[config.mk]
export PLATFORM = sky130hd
export DESIGN_NAME = slvcmd_reg
export DESIGN_NICKNAME = d
export VERILOG_FILES = /design/src/rtl/slvcmd_pkg.sv /design/src/rtl/slvcmd_field_wr.sv /design/src/rtl/slvcmd_route.sv /design/src/rtl/slvcmd_reg.sv
export SDC_FILE = /design/constraint.sdc
export NUM_CORES = 1
export LEC_CHECK = 0
export BUFFER_PORTS_ARGS = -buffer_cell sky130_fd_sc_hd__buf_2
export CAP_MARGIN = 20
export CORE_AREA = 2 2 39 41
export CTS_BUF_LIST = sky130_fd_sc_hd__clkbuf_8
export CTS_CLUSTER_DIAMETER = 60
export DETAILED_ROUTE_END_ITERATION = 10
export DIE_AREA = 0 0 41 43
export PLACE_DENSITY = 0.7
export SLEW_MARGIN = 10
export SYNTH_ARGS = -nofsm -noshare
export SYNTH_HDL_FRONTEND = slang
export SYNTH_HIERARCHICAL = 1
export SYNTH_SLANG_ARGS = --single-unit
[constraint.sdc]
create_clock -name clk -period 2.6 [get_ports clk]
set_clock_uncertainty 0.2 [all_clocks]
set_input_delay 0 -clock clk [delete_from_list [all_inputs] [get_ports clk]]
set_output_delay 0 -clock clk [all_outputs]
set_load 0.02 [all_outputs]
[src/rtl/slvcmd_pkg.sv]
package slvcmd_pkg;
  localparam int unsigned REG_W   = 16;
  localparam int unsigned UID_W   = 5;
  localparam int unsigned MH_POS  = 10;
  localparam int unsigned DIR_POS = 11;
  localparam int unsigned BE_W    = REG_W / 8;

  typedef struct packed {
    logic             dir;
    logic             mhost;
    logic [UID_W-1:0] uid;
  } slvcmd_fields_t;
endpackage

[src/rtl/slvcmd_field_wr.sv]
module slvcmd_field_wr
  import slvcmd_pkg::*;
(
  input  logic             wr_en,
  input  logic [BE_W-1:0]  be,
  input  logic [REG_W-1:0] wdata,
  input  logic             link,
  input  slvcmd_fields_t   cur,
  output slvcmd_fields_t   nxt
);
  localparam int unsigned HI_LANE = DIR_POS / 8;
  localparam int unsigned LO_LANE = 0;

  always_comb begin
    nxt = cur;
    if (wr_en) begin
      if (be[LO_LANE]) nxt.uid = wdata[UID_W-1:0];
      if (be[HI_LANE]) begin
        nxt.dir   = wdata[DIR_POS];
        nxt.mhost = link;
      end
    end
  end
endmodule

[src/rtl/slvcmd_route.sv]
module slvcmd_route #(
  parameter bit SINGLE_LINK = 1'b0
) (
  input  logic mhost,
  input  logic dir,
  output logic req_link
);
  generate
    if (SINGLE_LINK) begin : g_one
      logic unused_in;
      assign unused_in = mhost ^ dir;
      assign req_link  = 1'b0;
    end else begin : g_two
      assign req_link = mhost ^ dir;
    end
  endgenerate
endmodule

[src/rtl/slvcmd_reg.sv]
module slvcmd_reg
  import slvcmd_pkg::*;
#(
  parameter bit SINGLE_LINK = 1'b0
) (
  input  logic             clk,
  input  logic             rst_n,
  input  logic             cfg_valid,
  input  logic             cfg_write,
  input  logic             cfg_link,
  input  logic [BE_W-1:0]  cfg_be,
  input  logic [REG_W-1:0] cfg_wdata,
  output logic [REG_W-1:0] cfg_rdata,
  output logic             req_link
);
  slvcmd_fields_t fld_q, fld_d;
  logic           wr_en, rd_en;
  logic [REG_W-1:0] img;

  assign wr_en = cfg_valid & cfg_write;
  assign rd_en = cfg_valid & ~cfg_write;

  slvcmd_field_wr u_wr (
    .wr_en (wr_en),
    .be    (cfg_be),
    .wdata (cfg_wdata),
    .link  (cfg_link),
    .cur   (fld_q),
    .nxt   (fld_d)
  );

  always_ff @(posedge clk or negedge rst_n) begin
    if (!rst_n) fld_q <= '0;
    else        fld_q <= fld_d;
  end

  always_comb begin
    img                = '0;
    img[UID_W-1:0]     = fld_q.uid;
    img[MH_POS]        = fld_q.mhost;
    img[DIR_POS]       = fld_q.dir;
  end

  assign cfg_rdata = rd_en ? img : '0;

  slvcmd_route #(.SINGLE_LINK(SINGLE_LINK)) u_route (
    .mhost    (fld_q.mhost),
    .dir      (fld_q.dir),
    .req_link (req_link)
  );
endmodule

==> impl_results.md <==
* Outcome: completed
* Kind of critical path: primary input to flop
* FMAX at 640.0 MHz
* Power Dens Cells at 598.4 mW/mm2
* Ranking of synthesized cells by area: dfrtp_1 42%, mux2_2 19%, buf_4 16%
* Mapped Cells at 35
* Lkg Pwr at 0.3852 nW
* Flops & latches, synth at 7
* N_diodes at 0
* Startpoint Class: primary input
* Area after DPL at 495.5 um2
* Die ar. at 0.001763 mm2
* Largest registers: fld_q: 7 flops
* Synth top area share at between 40% and 50%
* Clk buf depth at 2
* Post-DRT Antenna Nets at 0
* Worst vdd ir at 0.0003112 V
* Data required, critical path at 2.50 ns
* Crit. End Element: flop
* Hold Crit Class: primary input to primary output
* Share of cells above drive strength 1 at 43.24%
* Final hold slack at roughly 0.25 ns
* CTS tree: done
* Overflow after GRT at 0
* Die W at 41 um
* Syn Area/Cell at 11.80 um2
* Met2 routed WL at 435 um
* Family with the most delay on the worst path: buffers and inverters
* DRT iter0 DRCs at 1
* Port bufs at 20
* DR pass1 iterations at 2
* CP Max Fanout at 1
* List of most frequent post-synthesis cells: 9 x buf_4, 7 x and3b_1, 7 x dfrtp_1, 7 x mux2_2
* Highest routed metal layer: met3
* WL final at 896 um
* Routed wire length on met3 at 82 um
* Post-synthesis cell area at 412.9 um2
* Vias at 355
* Num Clock Sinks at 7
* CP max-delay cell: dlygate4sd3_1
* Setup Buffers After CTS at 0
* Core area at 0.001384 mm2
* Ys flop type: dfrtp_1
* Post-synthesis cell type with the largest combined area: dfrtp_1
* Register area share after synthesis at 42.42%
* Asr flop ratio synth at 100.0%
* Clock Pin Slew Worst Setup and Hold Paths at around 0.040 ns
* CTS root buffer: clkbuf_8
* Yosys cell types at 9
* Max_cap viols at 0
* Worst-path cell chain: dlygate4sd3_1 > buf_2 > mux2_2 > dlygate4sd3_1
* Via density at just under 4
* Max-slew violations at 0
* EDFF count, synth at 0
* RSZ-0062 raised after global routing: no
* Yosys warns at 6
* Final hold vios at 0
* Area grow syn2layout at 69.70%
* Fillers at 130
* Nets at between 90 and 100
* H-tree levels at 1
* Routed WL per cell at 9.956 um
* Total track usage at 12.79%
* Most common cell on crit path: dlygate4sd3_1
* Critical Path AT at 1.46 ns
* Met1 wire length at 377 um
* GPL Wtd Cong at 0.5962
* Site row count at 14
* Ports at 40
* CTS buffer count at 3
* Vias in the first global route at 389
* Sum Neg Setup Slack at 0 ns
* Number of buffers and inverters on the critical path at 3
* Post_cts resized at 0
* Post-route cell area at 700.7 um2
* First-pass GRT wire length at between 1500 and 2000 um
* Clk Latency, worst-skew pair at 0.22 ns
* CTS Hold Bufs at 16
* CP peak stage delay at 0.56 ns
* Die Ht at about 43 um
* Top-count cell post-synth: buf_4
* Drt drc at 0
* Most flops, register: fld_q
* Largest net degree at the start of global routing at 9
* Final min period at approximately 1.6 ns
* Max reg flops at 7
* Initial antenna violation count at 0
* Setup-failing EPs final at 0
* Initial Util at 29.84%
* Ratio of final minimum period to clock period at 60.09%
[metrics by stage]
step | total power, mW | std cells | utilization [%] | setup slack, ns
2_1_floorplan | 0.2115 | 43 | - | 1.656
3_3_place_gp | 0.2295 | 70 | 35.80 | 1.454
3_5_place_dp | 0.2323 | 70 | 35.80 | 1.441
4_1_cts | 0.4225 | 90 | 50.63 | 1.056
5_1_grt | 0.4466 | 90 | 50.63 | 1.001
6_report | 0.4193 | 90 | 50.63 | 1.038
[final timing paths]
| path | start | endpoint | slack (ns) | cells past startpoint |
|---|---|---|---|---|
| max reg2reg | fld_q[5] | fld_q[5] | 1.07 | 2 |
| min reg2reg | fld_q[3] | fld_q[3] | 0.83 | 2 |
| min in group asynchronous | rst_n | fld_q[4] | 0.53 | 3 |
| max in group asynchronous | rst_n | fld_q[6] | 1.43 | 3 |
| max | cfg_wdata[2] | fld_q[2] | 1.04 | 4 |
| min | cfg_valid | cfg_rdata[2] | 0.25 | 3 |
[cell type report]
| type | count | area [um2] | share of cell area (%) |
|---|---|---|---|
| multi-input cells | 27 | 200.2 | 28.57 |
| clock inverters | 1 | 3.754 | 0.5357 |
| well taps | 16 | 20.02 | 2.857 |
| flip-flops and latches | 7 | 175.2 | 25.00 |
| repair buffers | 36 | 260.3 | 37.14 |
| clock buffers | 3 | 41.29 | 5.893 |
[cells in the final DEF, fill, tap and decap left out, drive strengths merged]
cell type,count
and2,1
mux2,7
dfrtp,7
inv,1
buf,20
conb,9
and3b,7
nand2,2
clkbuf,3
xor2,1
dlygate4sd3,16
[report_power, final]
part | switching [mW] | internal (mW)
sequential | 0.0111 | 0.130
combinational | 0.0564 | 0.0739
clock | 0.0458 | 0.102
[logic make-up (layout without fill, tap and decap cells)]
kind of cell	count (synthesis)	after routing	share of synthesized area [%]
xor+xnor	1	1	2.122
buf+inv	9	40	16.36
flops	7	7	42.42
mux	7	7	19.09
other cells	1	9	0.9082
simple gates	10	10	19.09
[worst reg2reg max path, stage by stage (launching register included)]
cell           delay [ns]
dfrtp_1              0.39
mux2_2               0.27
dlygate4sd3_1        0.55
[metal layers]
layer / vias up / track usage [%]
li1: 177 / -
met2: 22 / 21.25
met4: 0 / 4.000
met1: 156 / 15.33
met5: - / 0
met3: 0 / 3.141
(Power assumes the default switching activity.)
